**config.mk**
```make
export PLATFORM = sky130hd
export DESIGN_NAME = rtc_bcd_calendar
export DESIGN_NICKNAME = d
export VERILOG_FILES = /design/src/rtl/rtc_pkg.sv /design/src/rtl/rtc_sync_ctrl.sv /design/src/rtl/rtc_time_chain.sv /design/src/rtl/rtc_date_chain.sv /design/src/rtl/rtc_bcd_calendar.sv
export SDC_FILE = /design/constraint.sdc
export NUM_CORES = 1
export LEC_CHECK = 0
export CORE_UTILIZATION = 45
export CTS_BUF_LIST = sky130_fd_sc_hd__clkbuf_8
export DETAILED_ROUTE_END_ITERATION = 10
export DONT_BUFFER_PORTS = 1
export SLEW_MARGIN = 40
export SYNTH_ARGS = -nofsm -noshare
export SYNTH_HDL_FRONTEND = slang
export SYNTH_HIERARCHICAL = 1
export SYNTH_SLANG_ARGS = --single-unit
```
**constraint.sdc**
```tcl
create_clock -name clk -period 4.9 [get_ports clk]
set_input_delay 0.735 -clock clk [delete_from_list [all_inputs] [get_ports clk]]
set_output_delay 0.735 -clock clk [all_outputs]
set_load 0.05 [all_outputs]
```
**src/rtl/rtc_pkg.sv**
```systemverilog
// Shared types and BCD helpers for the calendar counter.
// Assumes every BCD byte handed to these helpers holds legal digits.
package rtc_pkg;

    typedef logic [7:0] bcd8_t;

    typedef enum logic [1:0] {
        SYNC_OFF = 2'b00,
        SYNC_SEC = 2'b01,
        SYNC_MIN = 2'b10,
        SYNC_REF = 2'b11
    } sync_mode_e;

    typedef enum logic [3:0] {
        F_HUND  = 4'd0,
        F_SEC   = 4'd1,
        F_MIN   = 4'd2,
        F_HOUR  = 4'd3,
        F_WDAY  = 4'd4,
        F_MDAY  = 4'd5,
        F_MONTH = 4'd6,
        F_YEAR  = 4'd7,
        F_WEEK  = 4'd8
    } field_e;

    // Next value of a two-digit BCD number (no wrap at the top).
    function automatic bcd8_t bcd_next(bcd8_t v);
        if (v[3:0] >= 4'd9)
            return {v[7:4] + 4'd1, 4'd0};
        return {v[7:4], v[3:0] + 4'd1};
    endfunction

    // Divisible-by-four test done on the BCD digits directly.
    function automatic logic bcd_leap(bcd8_t yr);
        if (!yr[4])
            return (yr[3:0] == 4'd0) || (yr[3:0] == 4'd4) || (yr[3:0] == 4'd8);
        return (yr[3:0] == 4'd2) || (yr[3:0] == 4'd6);
    endfunction

    // Last day of a month, BCD.
    function automatic bcd8_t month_last(bcd8_t mon, bcd8_t yr);
        case (mon)
            8'h02:                      return bcd_leap(yr) ? 8'h29 : 8'h28;
            8'h04, 8'h06, 8'h09, 8'h11: return 8'h30;
            default:                    return 8'h31;
        endcase
    endfunction

    // 24-hour BCD to 12-hour BCD, bit 7 set for PM.
    function automatic bcd8_t hour_to_12(bcd8_t h);
        if (h == 8'h00)       return 8'h12;
        if (h < 8'h12)        return h;
        if (h == 8'h12)       return 8'h92;
        if (h[7:4] == 4'd1)   return {4'h8, h[3:0] - 4'd2};
        if (h[3:0] <= 4'd1)   return {4'h8, h[3:0] + 4'd8};
        return {4'h9, h[3:0] - 4'd2};
    endfunction

    // 12-hour BCD with PM in bit 7 back to 24-hour BCD.
    function automatic bcd8_t hour_from_12(bcd8_t d);
        bcd8_t h;
        h = {1'b0, d[6:0]};
        if (h == 8'h12)       return d[7] ? 8'h12 : 8'h00;
        if (!d[7])            return h;
        if (h[7:4] == 4'd1)   return {4'h2, h[3:0] + 4'd2};
        if (h[3:0] >= 4'd8)   return {4'h2, h[3:0] - 4'd8};
        return {4'h1, h[3:0] + 4'd2};
    endfunction

endpackage

```
**src/rtl/rtc_sync_ctrl.sv**
```systemverilog
// Turns the tick, the sync input and the mode into count events.
// Produces at most one of step_hund, round_sec and round_min per cycle.
// All three are suppressed while set_lock or wr_en is high.
// Assumes sync_in is already synchronous to clk.
module rtc_sync_ctrl #(
    parameter int REF_DIV = 2
) (
    input  logic       clk,
    input  logic       rst_n,
    input  logic       tick,
    input  logic       sync_in,
    input  logic [1:0] mode,
    input  logic       lock,
    input  logic       wr_en,
    output logic       step_hund,
    output logic       round_sec,
    output logic       round_min
);
    import rtc_pkg::*;

    localparam int CW = (REF_DIV > 1) ? $clog2(REF_DIV) : 1;

    logic          sync_prev;
    logic [CW-1:0] ref_cnt;
    logic          sync_rise;
    logic          quiet;
    logic          ref_wrap;
    logic          ref_mode;
    logic          round_any;

    assign sync_rise = sync_in && !sync_prev;
    assign quiet     = !lock && !wr_en;
    assign ref_mode  = (mode == SYNC_REF);
    assign ref_wrap  = (ref_cnt == CW'(REF_DIV - 1));
    assign round_any = sync_rise && ((mode == SYNC_SEC) || (mode == SYNC_MIN));

    // Remember the previous sync level for edge detection.
    always_ff @(posedge clk) begin
        if (!rst_n) sync_prev <= 1'b0;
        else        sync_prev <= sync_in;
    end

    // Count reference edges; restart whenever the mode is left.
    always_ff @(posedge clk) begin
        if (!rst_n || !ref_mode) ref_cnt <= '0;
        else if (sync_rise)      ref_cnt <= ref_wrap ? '0 : ref_cnt + CW'(1);
    end

    // Decide which count event, if any, this cycle carries.
    always_comb begin
        if (ref_mode) step_hund = quiet && sync_rise && ref_wrap;
        else          step_hund = quiet && tick && !round_any;
        round_sec = quiet && sync_rise && (mode == SYNC_SEC);
        round_min = quiet && sync_rise && (mode == SYNC_MIN);
    end

endmodule

```
**src/rtl/rtc_time_chain.sv**
```systemverilog
// Time-of-day counters: hundredths, seconds, minutes, 24-hour hour.
// The carry ripples through all stages in one cycle. day_step is a
// same-cycle pulse for the date chain. Assumes written values are legal BCD.
module rtc_time_chain (
    input  logic       clk,
    input  logic       rst_n,
    input  logic       step_hund,
    input  logic       round_sec,
    input  logic       round_min,
    input  logic       wr_en,
    input  logic [3:0] wr_sel,
    input  logic [7:0] wr_data,
    output logic [7:0] hund,
    output logic [7:0] sec,
    output logic [7:0] minute,
    output logic [7:0] hr24,
    output logic       day_step
);
    import rtc_pkg::*;

    logic inc_sec;
    logic inc_min;
    logic inc_hr;

    // Carry chain including the rounding requests.
    always_comb begin
        inc_sec  = (step_hund && hund >= 8'h99) || (round_sec && hund >= 8'h50);
        inc_min  = (inc_sec && sec >= 8'h59) || (round_min && sec >= 8'h30);
        inc_hr   = inc_min && minute >= 8'h59;
        day_step = inc_hr && hr24 >= 8'h23;
    end

    // Hundredths register.
    always_ff @(posedge clk) begin
        if (!rst_n)                             hund <= 8'h00;
        else if (wr_en && wr_sel == F_HUND)     hund <= wr_data;
        else if (round_sec || round_min)        hund <= 8'h00;
        else if (step_hund)                     hund <= (hund >= 8'h99) ? 8'h00 : bcd_next(hund);
    end

    // Seconds register.
    always_ff @(posedge clk) begin
        if (!rst_n)                             sec <= 8'h00;
        else if (wr_en && wr_sel == F_SEC)      sec <= wr_data;
        else if (round_min)                     sec <= 8'h00;
        else if (inc_sec)                       sec <= (sec >= 8'h59) ? 8'h00 : bcd_next(sec);
    end

    // Minutes register.
    always_ff @(posedge clk) begin
        if (!rst_n)                             minute <= 8'h00;
        else if (wr_en && wr_sel == F_MIN)      minute <= wr_data;
        else if (inc_min)                       minute <= (minute >= 8'h59) ? 8'h00 : bcd_next(minute);
    end

    // Hour register, always 24-hour form.
    always_ff @(posedge clk) begin
        if (!rst_n)                             hr24 <= 8'h00;
        else if (wr_en && wr_sel == F_HOUR)     hr24 <= wr_data;
        else if (inc_hr)                        hr24 <= (hr24 >= 8'h23) ? 8'h00 : bcd_next(hr24);
    end

endmodule

```
**src/rtl/rtc_date_chain.sv**
```systemverilog
// Date counters: weekday, day of month, month, year, week number.
// Advances on day_step. The week resets on 1 January, otherwise rises
// entering Monday and holds at WEEK_LAST. Assumes legal BCD writes.
module rtc_date_chain #(
    parameter logic [7:0] WEEK_LAST = 8'h53
) (
    input  logic       clk,
    input  logic       rst_n,
    input  logic       day_step,
    input  logic       wr_en,
    input  logic [3:0] wr_sel,
    input  logic [7:0] wr_data,
    output logic [7:0] wday,
    output logic [7:0] mday,
    output logic [7:0] month,
    output logic [7:0] year,
    output logic [7:0] week
);
    import rtc_pkg::*;

    logic inc_mon;
    logic inc_year;
    logic new_week;

    // Month and year carries and the Monday transition.
    always_comb begin
        inc_mon  = day_step && (mday >= month_last(month, year));
        inc_year = inc_mon && (month >= 8'h12);
        new_week = day_step && (wday >= 8'h07);
    end

    // Weekday register.
    always_ff @(posedge clk) begin
        if (!rst_n)                             wday <= 8'h01;
        else if (wr_en && wr_sel == F_WDAY)     wday <= wr_data;
        else if (day_step)                      wday <= (wday >= 8'h07) ? 8'h01 : wday + 8'h01;
    end

    // Day-of-month register.
    always_ff @(posedge clk) begin
        if (!rst_n)                             mday <= 8'h01;
        else if (wr_en && wr_sel == F_MDAY)     mday <= wr_data;
        else if (inc_mon)                       mday <= 8'h01;
        else if (day_step)                      mday <= bcd_next(mday);
    end

    // Month register.
    always_ff @(posedge clk) begin
        if (!rst_n)                             month <= 8'h01;
        else if (wr_en && wr_sel == F_MONTH)    month <= wr_data;
        else if (inc_year)                      month <= 8'h01;
        else if (inc_mon)                       month <= bcd_next(month);
    end

    // Year register.
    always_ff @(posedge clk) begin
        if (!rst_n)                             year <= 8'h00;
        else if (wr_en && wr_sel == F_YEAR)     year <= wr_data;
        else if (inc_year)                      year <= (year >= 8'h99) ? 8'h00 : bcd_next(year);
    end

    // Week-number register.
    always_ff @(posedge clk) begin
        if (!rst_n)                             week <= 8'h01;
        else if (wr_en && wr_sel == F_WEEK)     week <= wr_data;
        else if (inc_year)                      week <= 8'h01;
        else if (new_week && week < WEEK_LAST)  week <= bcd_next(week);
    end

endmodule

```
**src/rtl/rtc_bcd_calendar.sv**
```systemverilog
// Top of the BCD real-time calendar counter.
// Joins event control, time chain and date chain, and converts the hour
// between 24-hour storage and the 12-hour form on reads and writes.
// Assumes tick_100hz and sync_in are synchronous to clk.
module rtc_bcd_calendar #(
    parameter int         REF_DIV   = 2,
    parameter logic [7:0] WEEK_LAST = 8'h53
) (
    input  logic       clk,
    input  logic       rst_n,
    input  logic       tick_100hz,
    input  logic       sync_in,
    input  logic [1:0] sync_mode,
    input  logic       set_lock,
    input  logic       cfg_12h,
    input  logic       wr_en,
    input  logic [3:0] wr_sel,
    input  logic [7:0] wr_data,
    output logic [7:0] hund_o,
    output logic [7:0] sec_o,
    output logic [7:0] min_o,
    output logic [7:0] hour_o,
    output logic [7:0] wday_o,
    output logic [7:0] mday_o,
    output logic [7:0] month_o,
    output logic [7:0] year_o,
    output logic [7:0] week_o
);
    import rtc_pkg::*;

    logic       step_hund;
    logic       round_sec;
    logic       round_min;
    logic       day_step;
    logic [7:0] hr24;
    logic [7:0] wdata_int;

    // Hour writes in 12-hour form are converted before storage.
    always_comb begin
        if (cfg_12h && wr_sel == F_HOUR) wdata_int = hour_from_12(wr_data);
        else                             wdata_int = wr_data;
    end

    // Hour reads follow the selected form.
    assign hour_o = cfg_12h ? hour_to_12(hr24) : hr24;

    rtc_sync_ctrl #(.REF_DIV(REF_DIV)) u_ctrl (
        .clk       (clk),
        .rst_n     (rst_n),
        .tick      (tick_100hz),
        .sync_in   (sync_in),
        .mode      (sync_mode),
        .lock      (set_lock),
        .wr_en     (wr_en),
        .step_hund (step_hund),
        .round_sec (round_sec),
        .round_min (round_min)
    );

    rtc_time_chain u_time (
        .clk       (clk),
        .rst_n     (rst_n),
        .step_hund (step_hund),
        .round_sec (round_sec),
        .round_min (round_min),
        .wr_en     (wr_en),
        .wr_sel    (wr_sel),
        .wr_data   (wdata_int),
        .hund      (hund_o),
        .sec       (sec_o),
        .minute    (min_o),
        .hr24      (hr24),
        .day_step  (day_step)
    );

    rtc_date_chain #(.WEEK_LAST(WEEK_LAST)) u_date (
        .clk       (clk),
        .rst_n     (rst_n),
        .day_step  (day_step),
        .wr_en     (wr_en),
        .wr_sel    (wr_sel),
        .wr_data   (wdata_int),
        .wday      (wday_o),
        .mday      (mday_o),
        .month     (month_o),
        .year      (year_o),
        .week      (week_o)
    );

endmodule

```
Word-level counts from Yosys, hierarchy flattened. Cells that the tools add are included.

Register bits: 74. Output and inout bits: 72. Logic and storage cells: 301.

$add $sub $neg: 22. Order comparisons: 22. Equality and inequality tests: 24. Muxes and demuxes: 142. Reduce and logical (&&, ||, !) cells: 72.

Operator list (number): 8-bit 2-to-1 mux (66); 1-bit 2-to-1 mux (74); 4-bit by 1-bit adder with 4-bit output, second input constant (16); 4-bit greater-or-equal comparator, second input constant (9); 3-bit nonzero test (11); 1-bit logical AND (29); 4-bit by 3-bit equality test with 1-bit output, second input constant (6); 8-bit by 7-bit greater-or-equal comparator with 1-bit output, second input constant (3); 8-bit by 3-bit equality test with 1-bit output, second input constant (2); 8-bit by 5-bit equality test with 1-bit output, second input constant (2); 8-bit by 6-bit greater-or-equal comparator with 1-bit output, second input constant (2); 8-bit greater-or-equal comparator, second input constant (2); 8-bit case mux with 2 select lines (1); 2-bit AND reduction (8); 4-bit by 2-bit equality test with 1-bit output, second input constant (3); 8-bit by 1-bit adder with 8-bit output, second input constant (1); 4-bit by 1-bit equality test with 1-bit output, second input constant (2); 4-bit equality test, second input constant (2); 8-bit by 2-bit equality test with 1-bit output, second input constant (1); 8-bit by 4-bit equality test with 1-bit output, second input constant (1); 8-bit by 3-bit greater-or-equal comparator with 1-bit output, second input constant (1); 8-bit by 5-bit greater-or-equal comparator with 1-bit output, second input constant (1); 8-bit greater-or-equal comparator (1); 4-bit zero test (2); 19 further kinds (36).

Logic depth before layout (Yosys ltp). Gate-level depths: netlist of the first run.

Depth in word-level cells: 22. Gate-level depth with buffers: 15. Mapped depth without buffers: 14.

Cells and area by module. The synthesis of the first run kept the hierarchy.

Modules (own cells, without submodules): rtc_date_chain (instances 1, cells an instance 333, area each 2713.9 um2); rtc_time_chain (instances 1, cells an instance 295, area each 2452.4 um2); rtc_bcd_calendar (instances 1, cells an instance 72, area each 435.4 um2); rtc_sync_ctrl (instances 1, cells an instance 18, area each 161.4 um2).

Worst setup path after synthesis of the first run. Ideal clock, no wire load.

Kind: in2reg. Start: in sync_mode[0]. End: reg u_date.week[1]. Library setup time: 0.059 ns. Arrival time: 3.429 ns. Required time: 4.841 ns. Setup slack: 1.411 ns. Stages: 13. Path buffers: 1. Path through: ha_1 > nand3b_1 > o21ai_1 > inv_1 > o211ai_1 > buf_2 > nand2_1 > a21oi_1 > a21boi_2 > nand3_1 > mux2_2 > o31ai_1 > and2_1.

Longest elaborated chain between the ends: 16. Elaborated cells between the ends (all ways): 25.

Ends and longest elaborated chain: start, declared (RTL line rtc_bcd_calendar.sv:13) `input logic [1:0] sync_mode,`; 2-bit by 1-bit equality test with 1-bit output or 2-bit equality test (tied branches) (RTL line rtc_sync_ctrl.sv:35) `assign round_any = sync_rise && ((mode == SYNC_SEC) || (mode == SYNC_MIN));`; 1-bit logical OR (RTL line rtc_sync_ctrl.sv:35); 1-bit logical AND (RTL line rtc_sync_ctrl.sv:35); 1-bit zero test (RTL line rtc_sync_ctrl.sv:52) `else step_hund = quiet && tick && !round_any;`; 1-bit logical AND (RTL line rtc_sync_ctrl.sv:52); 1-bit 2-to-1 mux * (RTL line rtc_sync_ctrl.sv:51) `if (ref_mode) step_hund = quiet && sync_rise && ref_wrap;`; net step_hund (RTL line rtc_bcd_calendar.sv:31) `logic step_hund;`; 1-bit logical AND * (RTL line rtc_time_chain.sv:27) `inc_sec = (step_hund && hund >= 8'h99) || (round_sec && hund >= 8'h50);`; [... 2 more ...]; 1-bit logical OR * (RTL line rtc_time_chain.sv:28) `inc_min = (inc_sec && sec >= 8'h59) || (round_min && sec >= 8'h30);`; 1-bit logical AND * (RTL line rtc_time_chain.sv:29) `inc_hr = inc_min && minute >= 8'h59;`; 1-bit logical AND * (RTL line rtc_time_chain.sv:30) `day_step = inc_hr && hr24 >= 8'h23;`; net day_step (RTL line rtc_bcd_calendar.sv:34) `logic day_step;`; 1-bit logical AND (RTL line rtc_date_chain.sv:27) `inc_mon = day_step && (mday >= month_last(month, year));`; 1-bit logical AND (RTL line rtc_date_chain.sv:28) `inc_year = inc_mon && (month >= 8'h12);`; 8-bit 2-to-1 mux (RTL line rtc_date_chain.sv:66) `else if (inc_year) week <= 8'h01;`; 8-bit 2-to-1 mux (RTL line rtc_date_chain.sv:65) `else if (wr_en && wr_sel == F_WEEK) week <= wr_data;`; end signal, assigned (RTL line rtc_date_chain.sv:65); end signal, assigned (RTL line rtc_date_chain.sv:67) `else if (new_week && week < WEEK_LAST) week <= bcd_next(week);`; end, declared (RTL line rtc_date_chain.sv:17) `output logic [7:0] week`.

Mark *: on every way through the listed nets, which the timed path passes. The rest lies on a longest branch. A chain may end at the register's enable or synchronous reset.

Worst setup path after layout of the first run.
Start: reg u_time.hund[0]. End: reg u_date.week[1].

Longest elaborated chain between the ends: 11. Elaborated cells between the ends (all ways): 16.

Ends and longest elaborated chain: start, declared (RTL line rtc_time_chain.sv:13) `output logic [7:0] hund,`; start signal, assigned (RTL line rtc_time_chain.sv:36) `else if (wr_en && wr_sel == F_HUND) hund <= wr_data;`; start signal, assigned (RTL line rtc_time_chain.sv:38) `else if (step_hund) hund <= (hund >= 8'h99) ? 8'h00 : bcd_next(hund);`; 8-bit greater-or-equal comparator or 8-bit by 7-bit greater-or-equal comparator with 1-bit output (tied branches) (RTL line rtc_time_chain.sv:27); 1-bit logical AND (RTL line rtc_time_chain.sv:27); 1-bit logical OR * (RTL line rtc_time_chain.sv:27); 1-bit logical AND * (RTL line rtc_time_chain.sv:28); 1-bit logical OR * (RTL line rtc_time_chain.sv:28); 1-bit logical AND * (RTL line rtc_time_chain.sv:29); 1-bit logical AND * (RTL line rtc_time_chain.sv:30); net day_step (RTL line rtc_bcd_calendar.sv:34); 1-bit logical AND (RTL line rtc_date_chain.sv:27); 1-bit logical AND (RTL line rtc_date_chain.sv:28); 8-bit 2-to-1 mux (RTL line rtc_date_chain.sv:66); 8-bit 2-to-1 mux (RTL line rtc_date_chain.sv:65).

Marked as above.

==> impl_metrics.json, run 1 <==
{
  "status": "complete, no violations",
  "ys_seq_elements": 74,
  "clock_sinks": 74,
  "dp_hpwl_mm": 11.6,
  "ys_warn_count": 6,
  "fin_setup_tns_ps": 0,
  "cts_hold_buffers": 0,
  "start_util": 0.470,
  "hold_start": "rst_n",
  "layout.nets": 786,
  "fin_crit_sh": 0.745,
  "core_um2": 12300,
  "grt_antenna_before_repair": 0,
  "final-seq-area_um2": 1480,
  "cp_cell_sequence": "inv_1, ha_1, nor3b_2, o21a_1, o211ai_1, buf_4, nand2_1, a21oi_1, buf_4, a21boi_2, nand3_1, mux2_2, o31ai_1, and2_1",
  "critPathKind": "reg2reg",
  "cts_htree_levels": 3,
  "whs_ps": 474,
  "vias": 5490,
  "grt_pass1_vias": 5127,
  "synth_edf_count": 0,
  "power.total_w": 0.00137,
  "drv_slew": 0,
  "ys.flop_type": "dfxtp_1",
  "first_pass_iters": 7,
  "met1_usage": 0.333,
  "cts_resized": 0,
  "multiInputGateArea_um2": 4030,
  "setup-violations-final": 0,
  "syn_inst": 718,
  "chipHeight_um": 115,
  "grt_pass1_wl_mm": 26.2,
  "mappedNetlistArea_um2": 5760,
  "fin_area_um2": 6190,
  "crit_fanout": 23,
  "setup_slack_ps": 1250,
  "wirelength_mm": 16.5,
  "max_freq_ghz": 0.274,
  "cp_slowest_cell": "dfxtp_1",
  "drcViolationCount": 0,
  "die_area_um2": 13300,
  "r2r_setup_slack_ps": 1250,
  "antenna_cells": 0,
  "grt_max_degree": 62,
  "cts_buffers": 9,
  "rsz0062_at_grt": "no",
  "postSynth.asyncResetShare": 0,
  "tightest_slew_ps": 829,
  "track_usage": 0.253,
  "drt_iter0_drc": 468,
  "crit_required_ps": 5210,
  "place_ws_ps": 1100,
  "yosysUniqueCellTypes": 86,
  "via_per_inst": 6.22,
  "io_pins": 93,
  "finalHoldViolations": 0,
  "drv_cap": 0,
  "crit_top_cell": "buf_4",
  "cts_tree": "built",
  "path_clk_slew_ps": 80,
  "arrival_ps": 3970,
  "r2r-end": "u_date/week[1]",
  "worstHoldPathType": "in2reg",
  "ctsLongestPathBuffers": 2,
  "slew-limit-headroom": 0.447,
  "post_cts_buffers": 0,
  "r2r_cells": 14,
  "cts-root-buf": "clkbuf_8",
  "period_minus_slack_ps": 3650,
  "synth-seq-area-share": 0.257,
  "synth_fp_nets": 795,
  "grt-ovfl-total": 0,
  "end_kind": "register",
  "skew_ps": 8.20,
  "busiest_layer": "met2",
  "startpoint_type": "register",
  "post_drt_wl_per_cell_um": 18.7,
  "fill_cells": 1190,
  "die_w_um": 115,
  "irDropWorstVdd_v": 0.000120,
  "power_leakage_nw": 2.35,
  "critPathCapture": "u_date/week[1]",
  "routabilityCongestion": 0.891,
  "use_met3": 0.0590,
  "area_delta_synth_final_pct": 7.45,
  "clock_latency_ps": 370,
  "io_buffers": 0,
  "dpl_cell_area_um2": 5950,
  "drive_gt1_frac": 0.0826,
  "r2r-start": "u_time/hund[0]",
  "synth.avg_cell_area_um2": 8.03,
  "ant_nets": 0,
  "rows": 40,
  "cp_slowest_stage_delay_ps": 710,
  "startpoint": "u_time/hund[0]",
  "use_met2": 0.398,
  "powerDensity_nw_per_um2": 221
}
## critical path, delay by kind of cell (launching register included)
| kind | cells | cell delay [ps] |
|---|---|---|
| flops | 1 | 710 |
| simple gates | 4 | 590 |
| mux | 1 | 320 |
| fa+ha+maj | 1 | 230 |
| buf+inv | 3 | 710 |
| compound gates | 5 | 1040 |
## power breakdown
part,internal [W],leakage [nW],switching (W)
Clock,0.000317,0.116,0.000250
Sequential,0.000612,0.599,0.0000500
Combinational,0.0000504,1.63,0.0000882
Total,0.000979,2.35,0.000388
## kinds of logic (layout without fill, tap and decap cells)
logic type	count (synthesis)	after routing	share of synthesized area
AO/OA/AOI/OAI	230	230	0.281
XOR/XNOR	8	8	0.0122
adder cells (fa/ha/maj)	56	56	0.122
buffers and inverters	75	71	0.0523
flip-flops	74	74	0.257
multiplexers	9	9	0.0163
AND/OR/NAND/NOR	266	266	0.260
## how the worst min path moves through the flow
stage                     endpoint  slack, ps  cells after the start
floorplan           u_time/hr24[5]        470                      2
global placement    u_time/hr24[5]        500                      2
detailed placement  u_time/hr24[5]        510                      2
CTS                 u_date/mday[0]        440                      1
global route        u_date/mday[0]        440                      1
finish              u_date/mday[0]        470                      1
## flip-flops by register name (all words and copies together), names as in the netlist
name	cells
u_date/mday	8
u_date/month	8
u_date/wday	8
u_date/week	8
u_date/year	8
u_time/hr24	8
u_time/hund	8
u_time/minute	8
u_time/sec	8
u_ctrl/ref_cnt	1
u_ctrl/sync_prev	1
## per-stage QoR
step            util  instances
3_3_place_gp   0.482        865
2_1_floorplan      -        718
3_5_place_dp   0.485        866
4_1_cts        0.504        882
6_report       0.505        882
5_1_grt        0.505        882
## synth_stat cells (all sizes together), types with 7 or more instances
cell | instances | area (um^2)
clkbuf | 18 | 67.6
nor2b | 18 | 120
nand3 | 33 | 165
a21o | 7 | 52.6
a211oi | 11 | 87.6
dfxtp | 74 | 1480
nand2b | 7 | 43.8
nand2 | 48 | 180
o211ai | 15 | 126
ha | 56 | 701
a31oi | 15 | 100
and3 | 11 | 68.8
nand4 | 11 | 68.8
a21oi | 39 | 195
a221oi | 10 | 93.8
buf | 10 | 57.6
nand3b | 7 | 56.3
and2 | 14 | 87.6
inv | 47 | 176
a21boi | 10 | 78.8
nor2 | 45 | 171
nor3b | 11 | 97.6
o21ai | 66 | 345
nor3 | 25 | 130
## layout make-up
type	instances	area share
repair buffers	8	0.00970
inverters	47	0.0285
multi-input cells	569	0.650
clock buffers	11	0.0244
clock inverters	5	0.0137
flip-flops and latches	74	0.239
well taps	168	0.0339
## routing by layer
| layer | wire length [um] | part of all wire |
|---|---|---|
| met2 | 7320 | 0.44 |
| met3 | 1200 | 0.073 |
| met5 | 0 | 0 |
| met4 | 346 | 0.021 |
| met1 | 7600 | 0.46 |
## cell usage in the layout (no fill, tap or decap), types with 11 or more instances in the layout
cell / netlist / layout
nand3_1: 33 / 33
nand4_1: 11 / 11
clkbuf_8: 0 / 11
nor3_1: 24 / 23
inv_1: 47 / 47
nand2_1: 48 / 48
o21ai_1: 23 / 23
and3_1: 11 / 11
nor2_1: 44 / 44
o21ai_0: 41 / 41
dfxtp_1: 74 / 73
and2_1: 14 / 14
o211ai_1: 14 / 14
a21oi_1: 39 / 38
nor2b_1: 17 / 15
a31oi_1: 14 / 14
ha_1: 56 / 56
(Power assumes the default switching activity.)
==> run 2, diff against run 1 <==
Clock period 4.9 ns to 3.5 ns, I/O delays scaled along.
==> impl_metrics.json, run 2 (synthesis gave the netlist of run 1 again) <==
{
  "status": "complete, no violations",
  "met3WireLength_mm": 1.28,
  "grt_antenna_before_repair": 0,
  "r2r_setup_slack_ps": 310,
  "vias": 5709,
  "worstHoldPathType": "in2reg",
  "ctsLongestPathBuffers": 2,
  "met1_length_mm": 7.53,
  "clockPowerShare": 0.352,
  "grt_pass1_vias": 5403,
  "irDropWorstVdd_v": 0.000192,
  "startpoint": "u_date/month[4]",
  "post_drt_wl_per_cell_um": 18.0,
  "rows": 40,
  "period_minus_slack_ps": 3190,
  "seqPwrFrac": 0.506,
  "cts_htree_levels": 3,
  "drv_slew": 0,
  "io_pins": 93,
  "rsz0062_at_grt": "no",
  "power_leakage_nw": 2.58,
  "routabilityCongestion": 0.892,
  "p_comb_frac": 0.142,
  "dr_wl_met2_mm": 7.73,
  "switching_share": 0.308,
  "start_util": 0.470,
  "core_um2": 12300,
  "critPathCapture": "u_date/year[3]",
  "arrival_ps": 3480,
  "cts_buffers": 9,
  "final_common_cell": "dfxtp_1",
  "critPathKind": "reg2reg",
  "first_pass_iters": 5,
  "fin_setup_tns_ps": 0,
  "r2r_cells": 13,
  "fin_crit_sh": 0.912,
  "powerDensity_nw_per_um2": 271,
  "grt_pass1_wl_mm": 27.4,
  "r2r-start": "u_date/month[4]",
  "r2r-end": "u_date/year[3]",
  "layout.nets": 835,
  "final_cell_count_no_fill": 931,
  "chipHeight_um": 115,
  "crit_required_ps": 3790,
  "via_per_inst": 6.13,
  "cts-root-buf": "clkbuf_8",
  "drcViolationCount": 0,
  "grt_max_degree": 62,
  "skew_ps": 11.1,
  "crit_fanout": 9,
  "dp_hpwl_mm": 12.2,
  "track_usage": 0.262,
  "setup-violations-final": 0,
  "p_int_w": 0.00121,
  "wirelength_mm": 16.8,
  "io_buffers": 0,
  "end_kind": "register",
  "layout_common_cells": "74 x dfxtp_1, 57 x buf_4, 56 x ha_1",
  "path_clk_slew_ps": 90,
  "antenna_cells": 0,
  "grt-ovfl-total": 0,
  "drive_gt1_frac": 0.135,
  "slew-limit-headroom": 0.464,
  "ant_nets": 0,
  "clock_sinks": 74,
  "startpoint_type": "register",
  "die_w_um": 115,
  "finalHoldViolations": 0,
  "tightest_slew_ps": 803,
  "topRoutingLayerUsed": "met4",
  "die_area_um2": 13300,
  "drv_cap": 0,
  "place_inst": 910,
  "area_delta_synth_final_pct": 12.4,
  "cts_tree": "built",
  "clock_latency_ps": 370,
  "drt_iter0_drc": 348,
  "hold_depth": 1,
  "p_sw_w": 0.000541,
  "max_freq_ghz": 0.313
}
[run 2: cell count changes in the layout (fill, tap and decap cells not counted), moves of 2 or more]
| cell | previous run | this run |
|---|---|---|
| buf_4 | 8 | 57 |
| bufinv_16 | 2 | 0 |
| clkinv_2 | 0 | 2 |
| inv_1 | 47 | 49 |
[run 2: per-layer routing]
layer,vias to the layer above,track usage
li1,2759,-
met1,2714,0.355
met2,214,0.429
met4,0,0.0710
met5,-,0
met3,22,0.0448
[run 2: stage by stage]
step | cell area (um^2) | hold slack, ps | utilization | power, W | setup slack (ps)
finish | 6480 | 258 | 0.528 | 0.00175 | 307
global route | 6480 | 241 | 0.528 | 0.00184 | 108
CTS | 6430 | 231 | 0.525 | 0.00177 | 269
detailed placement | 6260 | 523 | 0.511 | 0.00115 | 313
global placement | 6240 | 505 | 0.509 | 0.00115 | 395
floorplan | 5760 | 474 | - | 0.00109 | 120
[run 2: area by class of cell]
class                      count  area [um^2]
tap                          168          210
clock buffer                  10          138
inverter                      47          176
timing repair buffer          57          428
fill                        1181         5780
clock inverter                 6         35.0
multi-input combinational    569         4010
sequential                    74         1480
[run 2: worst max-delay path, cell delays in order, from the launching register on]
cell and delay [ps]:
dfxtp_1 340, buf_4 220, ha_1 190, mux2_2 150, nand2_1 40, o21ai_0 200, a21oi_1 100, ha_1 310
a21oi_1 80, nor2b_1 420, o211ai_4 220, buf_4 190, or4_1 490, a31oi_1 170
[run 2: power by group through the flow]
| stage | Clock, W | Sequential [W] | Combinational, W |
|---|---|---|---|
| CTS | 0.000638 | 0.000887 | 0.000248 |
| global placement | 0 | 0.000906 | 0.000240 |
| finish | 0.000617 | 0.000887 | 0.000249 |
| floorplan | 0 | 0.000939 | 0.000152 |
| global route | 0.000677 | 0.000890 | 0.000271 |
| detailed placement | 0 | 0.000907 | 0.000247 |
[run 2: repair_timing]
item | 4_1_cts | 5_1_grt
hold buffers | 0 | 0
endpoints found under the setup margin | 0 | 4
resized for setup | 0 | 1
buffers inserted | 0 | 5
hold endpoints to repair | 0 | 0
[run 2: how the worst min path moves through the flow]
stage | startpoint | slack, ps | endpoint
6_report | rst_n | 260 | u_date/mday[0]
5_1_grt | rst_n | 240 | u_date/mday[0]
4_1_cts | rst_n | 230 | u_date/mday[0]
3_5_place_dp | u_time/hund[5] | 520 | u_time/hund[5]
3_3_place_gp | u_time/hund[5] | 500 | u_time/hund[5]
2_1_floorplan | u_time/hr24[5] | 470 | u_time/hr24[5]
==> run 3, diff against run 2 <==
Settings changed: CORE_UTILIZATION 45 to 49, CTS_CLUSTER_DIAMETER set to 30.
==> impl_metrics.json, run 3 (synthesis gave the netlist of run 1 again) <==
{
  "place_ws_ps": 111,
  "ctsLongestPathBuffers": 2,
  "status": "complete, no violations",
  "first_pass_iters": 5,
  "finalHoldViolations": 0,
  "track_usage": 0.272,
  "drv_cap": 0,
  "power_leakage_nw": 2.58,
  "layout.nets": 834,
  "wirelength_mm": 16.5,
  "setup-violations-final": 0,
  "clock_sinks": 74,
  "die_area_um2": 12200,
  "fin_crit_sh": 0.938,
  "r2r_setup_slack_ps": 220,
  "drt_iter0_drc": 428,
  "max_freq_ghz": 0.304,
  "final-seq-area_um2": 1480,
  "skew_ps": 5.12,
  "core_um2": 11400,
  "drv_slew": 0,
  "io_pins": 93,
  "dp_hpwl_mm": 12.0,
  "cts_buffers": 9,
  "area_delta_synth_final_pct": 12.3,
  "tightest_slew_ps": 788,
  "powerDensity_nw_per_um2": 281,
  "drcViolationCount": 0,
  "end_kind": "register",
  "critPathKind": "reg2reg",
  "arrival_ps": 3540,
  "timing.critical_path.buf_inv": 2,
  "cp_cell_sequence": "inv_1, ha_1, nor2b_1, nand4b_1, a311oi_2, a31oi_1, ha_1, nor4b_2, o21ai_4, o21ai_2, buf_4, nor2_1, a221oi_1, nor2_1",
  "drive_gt1_frac": 0.138,
  "grt_max_degree": 62,
  "antenna_cells": 0,
  "multiInputGateArea_um2": 4010,
  "vias": 5605,
  "grt_pass1_wl_mm": 27.1,
  "grt_antenna_before_repair": 0,
  "setup_slack_ps": 216,
  "path_clk_slew_ps": 80,
  "final_cell_count_no_fill": 905,
  "irDropWorstVdd_v": 0.000193,
  "rows": 39,
  "clock_latency_ps": 370,
  "cts_hold_buffers": 0,
  "slew-limit-headroom": 0.474,
  "routabilityCongestion": 0.894,
  "grt_pass1_vias": 5329,
  "cpLargestDelayFamily": "compound AO/OA/AOI/OAI gates",
  "chipHeight_um": 110,
  "ant_nets": 0,
  "grt-ovfl-total": 0,
  "final_common_cell": "dfxtp_1",
  "layout_common_cells": "74 x dfxtp_1, 56 x ha_1, 55 x buf_4",
  "cts_tree": "built",
  "cts_htree_levels": 3,
  "startpoint_type": "register",
  "via_per_inst": 6.19,
  "post_drt_wl_per_cell_um": 18.3,
  "die_w_um": 110,
  "io_buffers": 0,
  "worstHoldPathType": "in2reg",
  "fill_cells": 1047,
  "crit_required_ps": 3760,
  "place_inst": 887,
  "period_minus_slack_ps": 3280,
  "crit_fanout": 7,
  "cp_slowest_stage_delay_ps": 400,
  "cp_slowest_cell": "a311oi_2",
  "start_util": 0.505,
  "cts-root-buf": "clkbuf_8"
}
-- run 3: cell types whose count changed in the layout (fill, tap and decap cells not counted) --
cell | before | now
bufinv_16 | 0 | 1
a311oi_2 | 0 | 1
clkbuf_8 | 10 | 9
inv_1 | 49 | 47
o21ai_4 | 2 | 1
a311oi_1 | 4 | 3
clkinvlp_4 | 0 | 1
clkinv_2 | 2 | 3
o21ai_2 | 0 | 1
buf_12 | 0 | 1
buf_4 | 57 | 55
-- run 3: power breakdown --
part	switching [W]	internal (W)	total, W	leakage, nW
sequential	0.0000299	0.000856	0.000886	0.598
clock	0.000354	0.000328	0.000682	0.0990
combinational	0.000165	0.0000830	0.000248	1.89
-- run 3: per-stage QoR --
stage	util	total power [W]	hold slack [ps]	setup TNS, ps	cell area, um^2
floorplan	-	0.00109	474	0	5760
global placement	0.545	0.00114	507	0	6220
detailed placement	0.547	0.00115	522	0	6240
CTS	0.564	0.00183	221	0	6440
global route	0.567	0.00190	231	-10.4	6470
finish	0.567	0.00182	261	0	6470
-- run 3: timing repair --
item | CTS | global route
resized for setup | 0 | 1
setup buffers | 0 | 2
endpoints found under the setup margin | 0 | 20
-- run 3: final cells by class --
| class | count | area share |
|---|---|---|
| clock buffers | 9 | 0.0191 |
| clock inverters | 7 | 0.0108 |
| inverters | 47 | 0.0273 |
| multi-input cells | 569 | 0.619 |
| flip-flops and latches | 74 | 0.229 |
| well taps | 143 | 0.0276 |
| repair buffers | 56 | 0.0669 |
-- run 3: final timing paths --
check,startpoint,end,cells past startpoint
max reg2reg,u_date/month[5],u_date/month[1],14
min,rst_n,u_date/mday[0],1
min reg2reg,u_time/hund[5],u_time/hund[5],2
max,u_date/month[5],u_date/month[1],14
-- run 3: worst register-to-register path: stages, from the launching register on --
cell and delay [ps]:
dfxtp_1 320, inv_1 100, ha_1 170, nor2b_1 210
nand4b_1 270, a311oi_2 400, a31oi_1 100, ha_1 310
nor4b_2 350, o21ai_4 140, o21ai_2 240, buf_4 190
nor2_1 70, a221oi_1 230, nor2_1 70
-- run 3: per-layer routing --
metal  routed length (um)  GRT usage  up-vias
li1                     -          -     2751
met1                 7340      0.358     2642
met2                 7720      0.443      191
met3                 1180     0.0549       21
met4                  279     0.0924        0
met5                    0          0        -
